### src/rtl/ssi_pkg.sv
package ssi_pkg;
  typedef enum logic [1:0] {
    LINK_IDLE = 2'd0,
    LINK_DATA = 2'd1,
    LINK_STAT = 2'd2
  } link_mode_t;
endpackage

### src/rtl/ssi_sync.sv
module ssi_sync #(
  parameter int              W       = 3,
  parameter int              STAGES  = 2,
  parameter logic [W-1:0]    RST_VAL = '0
) (
  input  logic         clk,
  input  logic         rst,
  input  logic [W-1:0] d,
  output logic [W-1:0] q
);
  logic [W-1:0] chain [STAGES];

  always_ff @(posedge clk) begin
    if (rst) chain[0] <= RST_VAL;
    else     chain[0] <= d;
  end

  for (genvar s = 1; s < STAGES; s++) begin : g_stage
    always_ff @(posedge clk) begin
      if (rst) chain[s] <= RST_VAL;
      else     chain[s] <= chain[s-1];
    end
  end

  assign q = chain[STAGES-1];
endmodule

### src/rtl/ssi_frame_ctrl.sv
module ssi_frame_ctrl
  import ssi_pkg::*;
#(
  parameter int WORD_LONG = 16,
  localparam int CNT_W    = $clog2(WORD_LONG + 2)
) (
  input  logic             clk,
  input  logic             rst,
  input  logic             frame_sel,
  input  logic             sclk_s,
  input  logic             csld_s,
  output link_mode_t       mode_q,
  output logic [CNT_W-1:0] bit_cnt,
  output logic             shift_en,
  output logic             out_step,
  output logic             data_entry,
  output logic             commit,
  output logic             oe_q
);
  localparam logic [CNT_W-1:0] CNT_FULL = CNT_W'(WORD_LONG);
  localparam logic [CNT_W-1:0] CNT_OVER = CNT_W'(WORD_LONG + 1);

  logic sclk_prev, csld_prev;
  logic sclk_rise, sclk_fall, sel_rise, sel_fall;
  link_mode_t mode_d;

  always_ff @(posedge clk) begin
    if (rst) begin
      sclk_prev <= 1'b1;
      csld_prev <= 1'b1;
    end else begin
      sclk_prev <= sclk_s;
      csld_prev <= csld_s;
    end
  end

  assign sclk_rise = sclk_s & ~sclk_prev;
  assign sclk_fall = ~sclk_s & sclk_prev;
  assign sel_rise  = csld_s & ~csld_prev;
  assign sel_fall  = ~csld_s & csld_prev;

  always_comb begin
    mode_d = mode_q;
    if (!frame_sel) begin
      mode_d = LINK_IDLE;
    end else begin
      case (mode_q)
        LINK_IDLE: if (sel_fall) mode_d = sclk_s ? LINK_DATA : LINK_STAT;
        default:   if (sel_rise) mode_d = LINK_IDLE;
      endcase
    end
  end

  assign data_entry = frame_sel && mode_q == LINK_IDLE && sel_fall && sclk_s;
  assign shift_en   = sclk_rise && (!frame_sel || mode_q == LINK_DATA);
  assign out_step   = sclk_fall && (!frame_sel || mode_q == LINK_DATA);
  assign commit     = frame_sel ? (sel_rise && mode_q == LINK_DATA && bit_cnt == CNT_FULL)
                                : sel_rise;

  always_ff @(posedge clk) begin
    if (rst) begin
      mode_q  <= LINK_IDLE;
      bit_cnt <= '0;
      oe_q    <= 1'b0;
    end else begin
      mode_q <= mode_d;
      oe_q   <= frame_sel ? (mode_d != LINK_IDLE) : 1'b1;
      if (data_entry)
        bit_cnt <= '0;
      else if (frame_sel && shift_en && bit_cnt != CNT_OVER)
        bit_cnt <= bit_cnt + 1'b1;
    end
  end

  // a select fall with the clock high opens data mode
  a_r6_data_entry: assert property (@(posedge clk) disable iff (rst)
    (frame_sel && mode_q == LINK_IDLE && sel_fall && sclk_s) |=> mode_q == LINK_DATA);

  // a select fall with the clock low opens status mode
  a_r7_stat_entry: assert property (@(posedge clk) disable iff (rst)
    (frame_sel && mode_q == LINK_IDLE && sel_fall && !sclk_s) |=> mode_q == LINK_STAT);
endmodule

### src/rtl/ssi_shifter.sv
module ssi_shifter #(
  parameter int WORD_LONG  = 16,
  parameter int WORD_SHORT = 14
) (
  input  logic                 clk,
  input  logic                 rst,
  input  logic                 long_mode,
  input  logic                 sdi_s,
  input  logic                 shift_en,
  input  logic                 out_step,
  input  logic                 data_entry,
  input  logic                 status_drive,
  input  logic                 busy_in,
  input  logic                 commit,
  output logic                 sdo_q,
  output logic                 xfer_valid_q,
  output logic [WORD_LONG-1:0] xfer_word_q
);
  localparam logic [WORD_LONG-1:0] SHORT_MASK = WORD_LONG'((64'd1 << WORD_SHORT) - 64'd1);

  logic [WORD_LONG-1:0] sr, sr_long_nx, sr_short_nx;

  assign sr_long_nx  = {sdi_s, sr[WORD_LONG-1:1]};
  assign sr_short_nx = (sr & ~SHORT_MASK) | (((sr << 1) | WORD_LONG'(sdi_s)) & SHORT_MASK);

  always_ff @(posedge clk) begin
    if (rst) begin
      sr           <= '0;
      sdo_q        <= 1'b0;
      xfer_valid_q <= 1'b0;
      xfer_word_q  <= '0;
    end else begin
      if (shift_en) sr <= long_mode ? sr_long_nx : sr_short_nx;

      if (status_drive)
        sdo_q <= ~busy_in;
      else if (!long_mode && busy_in)
        sdo_q <= 1'b0;
      else if (out_step || data_entry)
        sdo_q <= long_mode ? sr[0] : sr[WORD_SHORT-1];

      xfer_valid_q <= commit;
      if (commit) xfer_word_q <= long_mode ? sr : (sr & SHORT_MASK);
    end
  end

  // the strobe never lasts two cycles
  a_r11_pulse: assert property (@(posedge clk) disable iff (rst)
    xfer_valid_q |=> !xfer_valid_q);
endmodule

### src/rtl/dual_frame_serial_port.sv
module dual_frame_serial_port
  import ssi_pkg::*;
#(
  parameter int WORD_LONG   = 16,
  parameter int WORD_SHORT  = 14,
  parameter int SYNC_STAGES = 2
) (
  input  logic                 clk,
  input  logic                 rst,
  input  logic                 frame_sel,
  input  logic                 sclk_in,
  input  logic                 sdi_in,
  input  logic                 csld_in,
  input  logic                 busy_in,
  output logic                 sdo_out,
  output logic                 sdo_oe,
  output logic                 xfer_valid,
  output logic [WORD_LONG-1:0] xfer_word
);
  localparam int CNT_W = $clog2(WORD_LONG + 2);

  logic [2:0]       pins_s;
  link_mode_t       mode_q;
  logic [CNT_W-1:0] bit_cnt;
  logic             shift_en, out_step, data_entry, commit;

  ssi_sync #(.W(3), .STAGES(SYNC_STAGES), .RST_VAL(3'b011)) u_sync (
    .clk (clk), .rst (rst),
    .d   ({sdi_in, csld_in, sclk_in}),
    .q   (pins_s)
  );

  ssi_frame_ctrl #(.WORD_LONG(WORD_LONG)) u_ctrl (
    .clk        (clk),
    .rst        (rst),
    .frame_sel  (frame_sel),
    .sclk_s     (pins_s[0]),
    .csld_s     (pins_s[1]),
    .mode_q     (mode_q),
    .bit_cnt    (bit_cnt),
    .shift_en   (shift_en),
    .out_step   (out_step),
    .data_entry (data_entry),
    .commit     (commit),
    .oe_q       (sdo_oe)
  );

  ssi_shifter #(.WORD_LONG(WORD_LONG), .WORD_SHORT(WORD_SHORT)) u_shift (
    .clk          (clk),
    .rst          (rst),
    .long_mode    (frame_sel),
    .sdi_s        (pins_s[2]),
    .shift_en     (shift_en),
    .out_step     (out_step),
    .data_entry   (data_entry),
    .status_drive (mode_q == LINK_STAT),
    .busy_in      (busy_in),
    .commit       (commit),
    .sdo_q        (sdo_out),
    .xfer_valid_q (xfer_valid),
    .xfer_word_q  (xfer_word)
  );

  // output released while the select framing is idle
  a_r6_hiz: assert property (@(posedge clk) disable iff (rst)
    (frame_sel && $past(frame_sel) && mode_q == LINK_IDLE) |-> !sdo_oe);

  // status mode reports inverted busy one cycle later
  a_r7_status: assert property (@(posedge clk) disable iff (rst)
    (mode_q == LINK_STAT && $past(mode_q == LINK_STAT)) |-> sdo_out == !$past(busy_in));

  // a select-framed strobe only follows a full-length frame
  a_r9_exact: assert property (@(posedge clk) disable iff (rst)
    (xfer_valid && $past(frame_sel)) |-> $past(bit_cnt) == CNT_W'(WORD_LONG));

  // load framing keeps the output driven
  a_r10_oe: assert property (@(posedge clk) disable iff (rst)
    $past(!frame_sel && !rst) |-> sdo_oe);

  // short words arrive zero-extended
  a_r3_pad: assert property (@(posedge clk) disable iff (rst)
    (xfer_valid && $past(!frame_sel)) |-> (xfer_word >> WORD_SHORT) == '0);
endmodule

### config.mk
export PLATFORM = sky130hd
export DESIGN_NAME = dual_frame_serial_port
export DESIGN_NICKNAME = d
export VERILOG_FILES = /design/src/rtl/ssi_pkg.sv /design/src/rtl/ssi_sync.sv /design/src/rtl/ssi_frame_ctrl.sv /design/src/rtl/ssi_shifter.sv /design/src/rtl/dual_frame_serial_port.sv
export SDC_FILE = /design/constraint.sdc
export NUM_CORES = 1
export LEC_CHECK = 0
export CORE_MARGIN = 10
export CORE_UTILIZATION = 57
export CTS_BUF_LIST = sky130_fd_sc_hd__clkbuf_2
export DETAILED_ROUTE_END_ITERATION = 6
export PLACE_DENSITY = 0.87
export SYNTH_ARGS = -nofsm -noshare
export SYNTH_HDL_FRONTEND = slang
export SYNTH_SLANG_ARGS = --single-unit
export TNS_END_PERCENT = 20
### constraint.sdc
create_clock -name clk -period 1.9 [get_ports clk]
set_input_delay 0.38 -clock clk [delete_from_list [all_inputs] [get_ports clk]]
set_output_delay 0.38 -clock clk [all_outputs]
set_load 0.02 [all_outputs]
======== Yosys cells after proc, flatten, opt, wreduce, memory -nomap -nowiden ========
Memory sizes are Yosys's and may differ from the RTL's.
Cells that the tools add are included.
storage, ports and cells
  register bits after elaboration ......... 44
  RAM bits ................................ 6
  bits of input ports ..................... 7
  word-level logic and storage cells ...... 63
  memories ................................ 1
operators by class
  add/subtract/negate cells ............... 1
  equality and inequality tests ........... 4
  mux-type cells .......................... 18
  bitwise logic cells ..................... 13
  reduce and logical (&&, ||, !) cells .... 17
memories
  name          depth  width  rd ports  clocked after Yosys merged registers in  write ports  line            text
  u_sync.chain  2      3      2         0                                        2            ssi_sync.sv:11  logic [W-1:0] chain [STAGES];
operators with widths
  cell                                                  count
  two-way mux 16 bit                                    2
  bitwise OR 16 x 14 -> 16 bit                          1
  bitwise OR 14 x 1 -> 14 bit                           1
  logical AND 1 bit                                     10
  two-way mux 2 bit                                     5
  two-way mux 1 bit                                     9
  two-way mux 3 bit                                     2
  adder 5 x 1 -> 5 bit (second input constant)          1
  equality test 5 bit (second input constant)           1
  inequality test 5 bit (second input constant)         1
  inverter 1 bit                                        5
  bitwise AND 1 bit                                     4
  nonzero test 3 bit                                    1
  equality test 2 x 1 -> 1 bit (second input constant)  1
  equality test 2 bit (second input constant)           1
  logical NOT 2 bit                                     1
  logical OR 1 bit                                      2
  bitwise OR 1 bit                                      2
  nonzero test 2 bit                                    1
  OR reduction 2 bit                                    1
  logical NOT 1 bit                                     1

======== Logic depth before layout (Yosys ltp) ========
Gate-level depths: netlist of run 1.
  depth after elaboration ................. 8
  depth in mapped cells ................... 6

======== Hierarchy ========
Synthesis of run 1 repeated with hierarchy kept, for this count alone.
unflattened totals
  cells, all modules ...................... 210
  area, all modules ....................... 2,057.0 sq um
modules (own cells, without submodules)
  module                  instances  cells an instance  area each (sq um)
  ssi_shifter             1          135                1,353.8
  ssi_frame_ctrl          1          62                 531.8
  ssi_sync                1          12                 157.7
  dual_frame_serial_port  1          1                  13.8

======== Worst setup path before layout of run 1 ========
No wires, ideal clock.
  path type ............................... register to register
  start point ............................. register u_ctrl.bit_cnt[2]
  end point ............................... register u_shift.xfer_word_q[11]
  library setup time ...................... 70 ps
  arrival time ............................ 1,317 ps
  required time ........................... 1,830 ps
  slack ................................... 512 ps
  cell stages (with the launch flop) ...... 6
  path buffers ............................ 1
  clock period less this slack ............ 1,388 ps
  cells stage by stage .................... dfxtp_1 > nor3b_2 > a31oi_1 > clkbuf_2 > or3b_1 > a21oi_1
between the ends
  longest elaborated chain between the ends .. 3
ends and longest elaborated chain
  element                   line                  text
  start: declaration        ssi_frame_ctrl.sv:13  output logic [CNT_W-1:0] bit_cnt,
  start signal: assignment  ssi_frame_ctrl.sv:71  bit_cnt <= bit_cnt + 1'b1;
  equality test 5 bit       ssi_frame_ctrl.sv:57  assign commit = frame_sel ? (sel_rise && mode_q == LINK_DATA && bit_cnt == CNT_FULL)
  logical AND 1 bit         ssi_frame_ctrl.sv:57
  two-way mux 1 bit         ssi_frame_ctrl.sv:57
  end signal: assignment    ssi_shifter.sv:43     if (commit) xfer_word_q <= long_mode ? sr : (sr & SHORT_MASK);
  end: declaration          ssi_shifter.sv:17     output logic [WORD_LONG-1:0] xfer_word_q
Every way passes these cells.
A chain may end at the register's enable or synchronous reset.

======== Worst setup path after layout of run 1 ========
  start point ............................. register u_shift.xfer_word_q[6]
  end point ............................... output xfer_word[6]
RTL lines
  element           line                          text
  end: declaration  dual_frame_serial_port.sv:18  output logic [WORD_LONG-1:0] xfer_word
No word-level cell between the ends.

==> results_dict.tcl, run 1 <==
set metrics [dict create \
    ant_nets 0 \
    critPathTopFamily "buffers and inverters" \
    cap_violations 0 \
    p_sw_mw 0.377 \
    critPathBufInv 1 \
    r2r-end "u_shift.xfer_word_q[0]" \
    finalMaxSlewViolations 0 \
    hold_buffers 0 \
    cts_setup_buffers 0 \
    critPathCaptureType "output port" \
    r2r_slack_ns 0.20 \
    yosysSeqAreaShare_pct 47.0 \
    drcViolationCount 0 \
    clockPowerShare_pct 23.8 \
    wl_met2_um 2000 \
    rr_worst_depth 5 \
    coreArea_um2 3630 \
    timing.slew.headroom_pct 70.4 \
    io_pins 26 \
    crit_type "reg2out" \
    area_delta_synth_final_pct 16.6 \
    routedWlPerCell_um 14.4 \
    tightest_slew_ns 0.444 \
    die-width_um 81.1 \
    yosysTopAreaCell "dfxtp_1" \
    min-delay-start "u_sync.chain[0][0]" \
    p_int_mw 1.19 \
    fin_tns_setup_ns 0 \
    status "completed" \
    hold_depth 1 \
    start_util_pct 58.6 \
    final_cell_mix "50 x dfxtp_1, 25 x clkdlybuf4s50_1, 24 x a21oi_1, 22 x nor2_1, 19 x o21ai_0" \
    rsz0062_at_grt "false" \
    fillers 302 \
    ys_warn_count 0 \
    routed.top_layer "met4" \
    critPathSlowestCell "clkdlybuf4s50_1" \
    antenna_found_initial 0 \
    max_freq_mhz 550 \
    synth_area_leaders "dfxtp_1 47%, mux2i_1 7.5%, a21oi_1 5.6%, or3b_1 5.3%, a211oi_1 4.9%" \
    portBuffers 25 \
    peakVddDrop_mv 0.407 \
    die_area_um2 6580 \
    cts.clk_slew.worst_paths_ns 0.22 \
    num_rows 22 \
    final_common_cell "dfxtp_1" \
    crit_chain "clkdlybuf4s50_1" \
    hold_viol_final 0 \
    hold_end "u_sync.chain[1][0]" \
    grt_pass1_vias 1612 \
    syn_avg_cell_area_um2 9.34 \
    synth-seq-cells 50 \
    regArea_um2 1000 \
    diodes 0 \
    drive_above_1_share_pct 10.3 \
    htree_num_levels 2 \
    cp-startpoint "u_shift.xfer_word_q[6]" \
    clock_path_buffers 2 \
    synth_fp_nets 238 \
    seq_power_share_pct 68.8 \
    grt.total_usage_pct 13.8 \
    finalPower_mw 1.57 \
    synthDistinctLibCells 34 \
    cts_tree "built" \
    leakagePower_nw 0.840 \
    crit_path_start_kind "register" \
    path_max_fanout 2 \
    hp-class "reg2reg" \
    first_iter_violations 93 \
    min_period_ns 1.82 \
    grt_max_degree 29 \
    layout.nets 264 \
    cts_root_buf "clkbuf_2" \
    crit_required_ns 1.52 \
    wl_um 4340 \
    crit-reg2reg-launch "u_ctrl.bit_cnt[2]" \
    gp_congestion 0.869 \
    synth_top_area_share_pct 47.0 \
    wl_met3_um 237 \
    max_stage_delay_ns 0.62 \
    grt_pass1_wl_um 7360 \
    syn_area_um2 2130 \
    gr-total-overflow 0 \
    insertion_delay_ns 0.42 \
    synthCells 228 \
    vias 1702 \
    comb_power_share_pct 7.4 \
    hpwlAfterDp_um 3100 \
    cts_resized 0 \
    crit_arrival_ns 1.44 \
    dr.pass1.iters 4 \
    cts.sinks 50 \
    multi_input_area_um2 1040 \
    setup_viol 0 \
    cts-buffers-inserted 5 \
    wl_met1_um 2020 \
    switching_share_pct 24.0 \
    dieHeight_um 81.1 \
    viasPerCell 5.65 \
    power.density_nw_per_um2 632 \
    fin_skew_ns 0.0254 \
    post-route-period-util_pct 95.6 \
]
==> metal layers <==
| metal | GRT usage, % | up-vias |
|---|---|---|
| li1 | - | 855 |
| met2 | 22.8 | 44 |
| met3 | 3.64 | 8 |
| met4 | 5.71 | 0 |
| met1 | 16.8 | 795 |
| met5 | 0 | - |
==> final cells by class <==
cell class / instances / area share (%)
timing repair buffer: 35 / 13.6
inverter: 4 / 0.605
clock inverter: 1 / 0.151
multi-input combinational: 158 / 41.9
clock buffer: 5 / 1.01
sequential: 50 / 40.3
tap: 48 / 2.42
==> worst max path at each step <==
stage	depth (start not counted)	end
2_1_floorplan	5	u_shift.xfer_word_q[11]
3_3_place_gp	5	u_shift.sdo_q
3_5_place_dp	5	u_ctrl.bit_cnt[1]
4_1_cts	1	xfer_word[15]
5_1_grt	1	xfer_word[15]
6_report	1	xfer_word[6]
==> power by group through the flow <==
| stage | combinational [mW] | sequential, mW | clock [mW] |
|---|---|---|---|
| global placement | 0.113 | 1.10 | 0 |
| detailed placement | 0.116 | 1.10 | 0 |
| global route | 0.128 | 1.08 | 0.427 |
| floorplan | 0.0771 | 1.10 | 0 |
| CTS | 0.117 | 1.08 | 0.390 |
| finish | 0.117 | 1.08 | 0.374 |
==> synthesized netlist by cell type <==
master     instances
nor3b_1            1
a2bb2oi_1          1
nor2_1            22
mux2i_1           16
and3_1             2
o21bai_1           1
nor3_1             3
nor3b_2            1
or3b_1            13
a21oi_4            1
o21ai_0           19
ha_1               3
clkbuf_1           9
a211oi_1          14
or2_2              6
buf_4              2
inv_1              4
buf_2              3
xnor2_1            3
a21oi_1           24
a21bo_2            1
nor2b_1            4
a211oi_2           1
nand4_1            1
a31oi_1            1
clkbuf_2           2
nand3b_1           3
nand2b_1           8
nand2_1            3
dfxtp_1           50
nand3_1            3
nor4_1             1
or3b_2             1
o31ai_1            1
==> logic make-up (layout without fill, tap and decap cells) <==
group | after synthesis | count (layout) | synth area share [%]
buf+inv | 20 | 45 | 4.17
simple gates | 72 | 72 | 20.0
flops | 50 | 50 | 47.0
compound gates | 64 | 64 | 18.3
mux | 16 | 16 | 7.52
fa+ha+maj | 3 | 3 | 1.76
xor+xnor | 3 | 3 | 1.23
==> state kept, by name, indices dropped and copies added, names as in the netlist <==
| register | count |
|---|---|
| u_ctrl.bit_cnt | 5 |
| u_ctrl.sclk_prev | 1 |
| u_ctrl.csld_prev | 1 |
| u_ctrl.mode_q | 2 |
| u_shift.xfer_word_q | 16 |
| u_ctrl.oe_q | 1 |
| u_shift.xfer_valid_q | 1 |
| u_sync.chain | 6 |
| u_shift.sdo_q | 1 |
| u_shift.sr | 16 |
==> through the flow <==
| stage | worst slack (ns) | hold slack, ns | cells | utilization, % | area [um2] |
|---|---|---|---|---|---|
| after floorplan | 0.512 | 0.389 | 228 | - | 2130 |
| after global placement | 0.0607 | 0.392 | 295 | 67.5 | 2450 |
| after detailed placement | 0.0400 | 0.393 | 295 | 67.5 | 2450 |
| after CTS | 0.0626 | 0.437 | 301 | 68.3 | 2480 |
| after global routing | 0.00761 | 0.452 | 301 | 68.3 | 2480 |
| final | 0.0830 | 0.432 | 301 | 68.3 | 2480 |
No activity file was read; power rests on OpenSTA's default activity.
==> run 2: changes to the inputs <==
--- a/config.mk
+++ b/config.mk
@@ -8,6 +8,7 @@
 export CORE_MARGIN = 10
 export CORE_UTILIZATION = 57
 export CTS_BUF_LIST = sky130_fd_sc_hd__clkbuf_2
+export CTS_CLUSTER_SIZE = 30
 export DETAILED_ROUTE_END_ITERATION = 6
 export PLACE_DENSITY = 0.87
 export SYNTH_ARGS = -nofsm -noshare
==> results of run 2 <==
No change in the layout: final DEF, timing and power equal those of run 1.
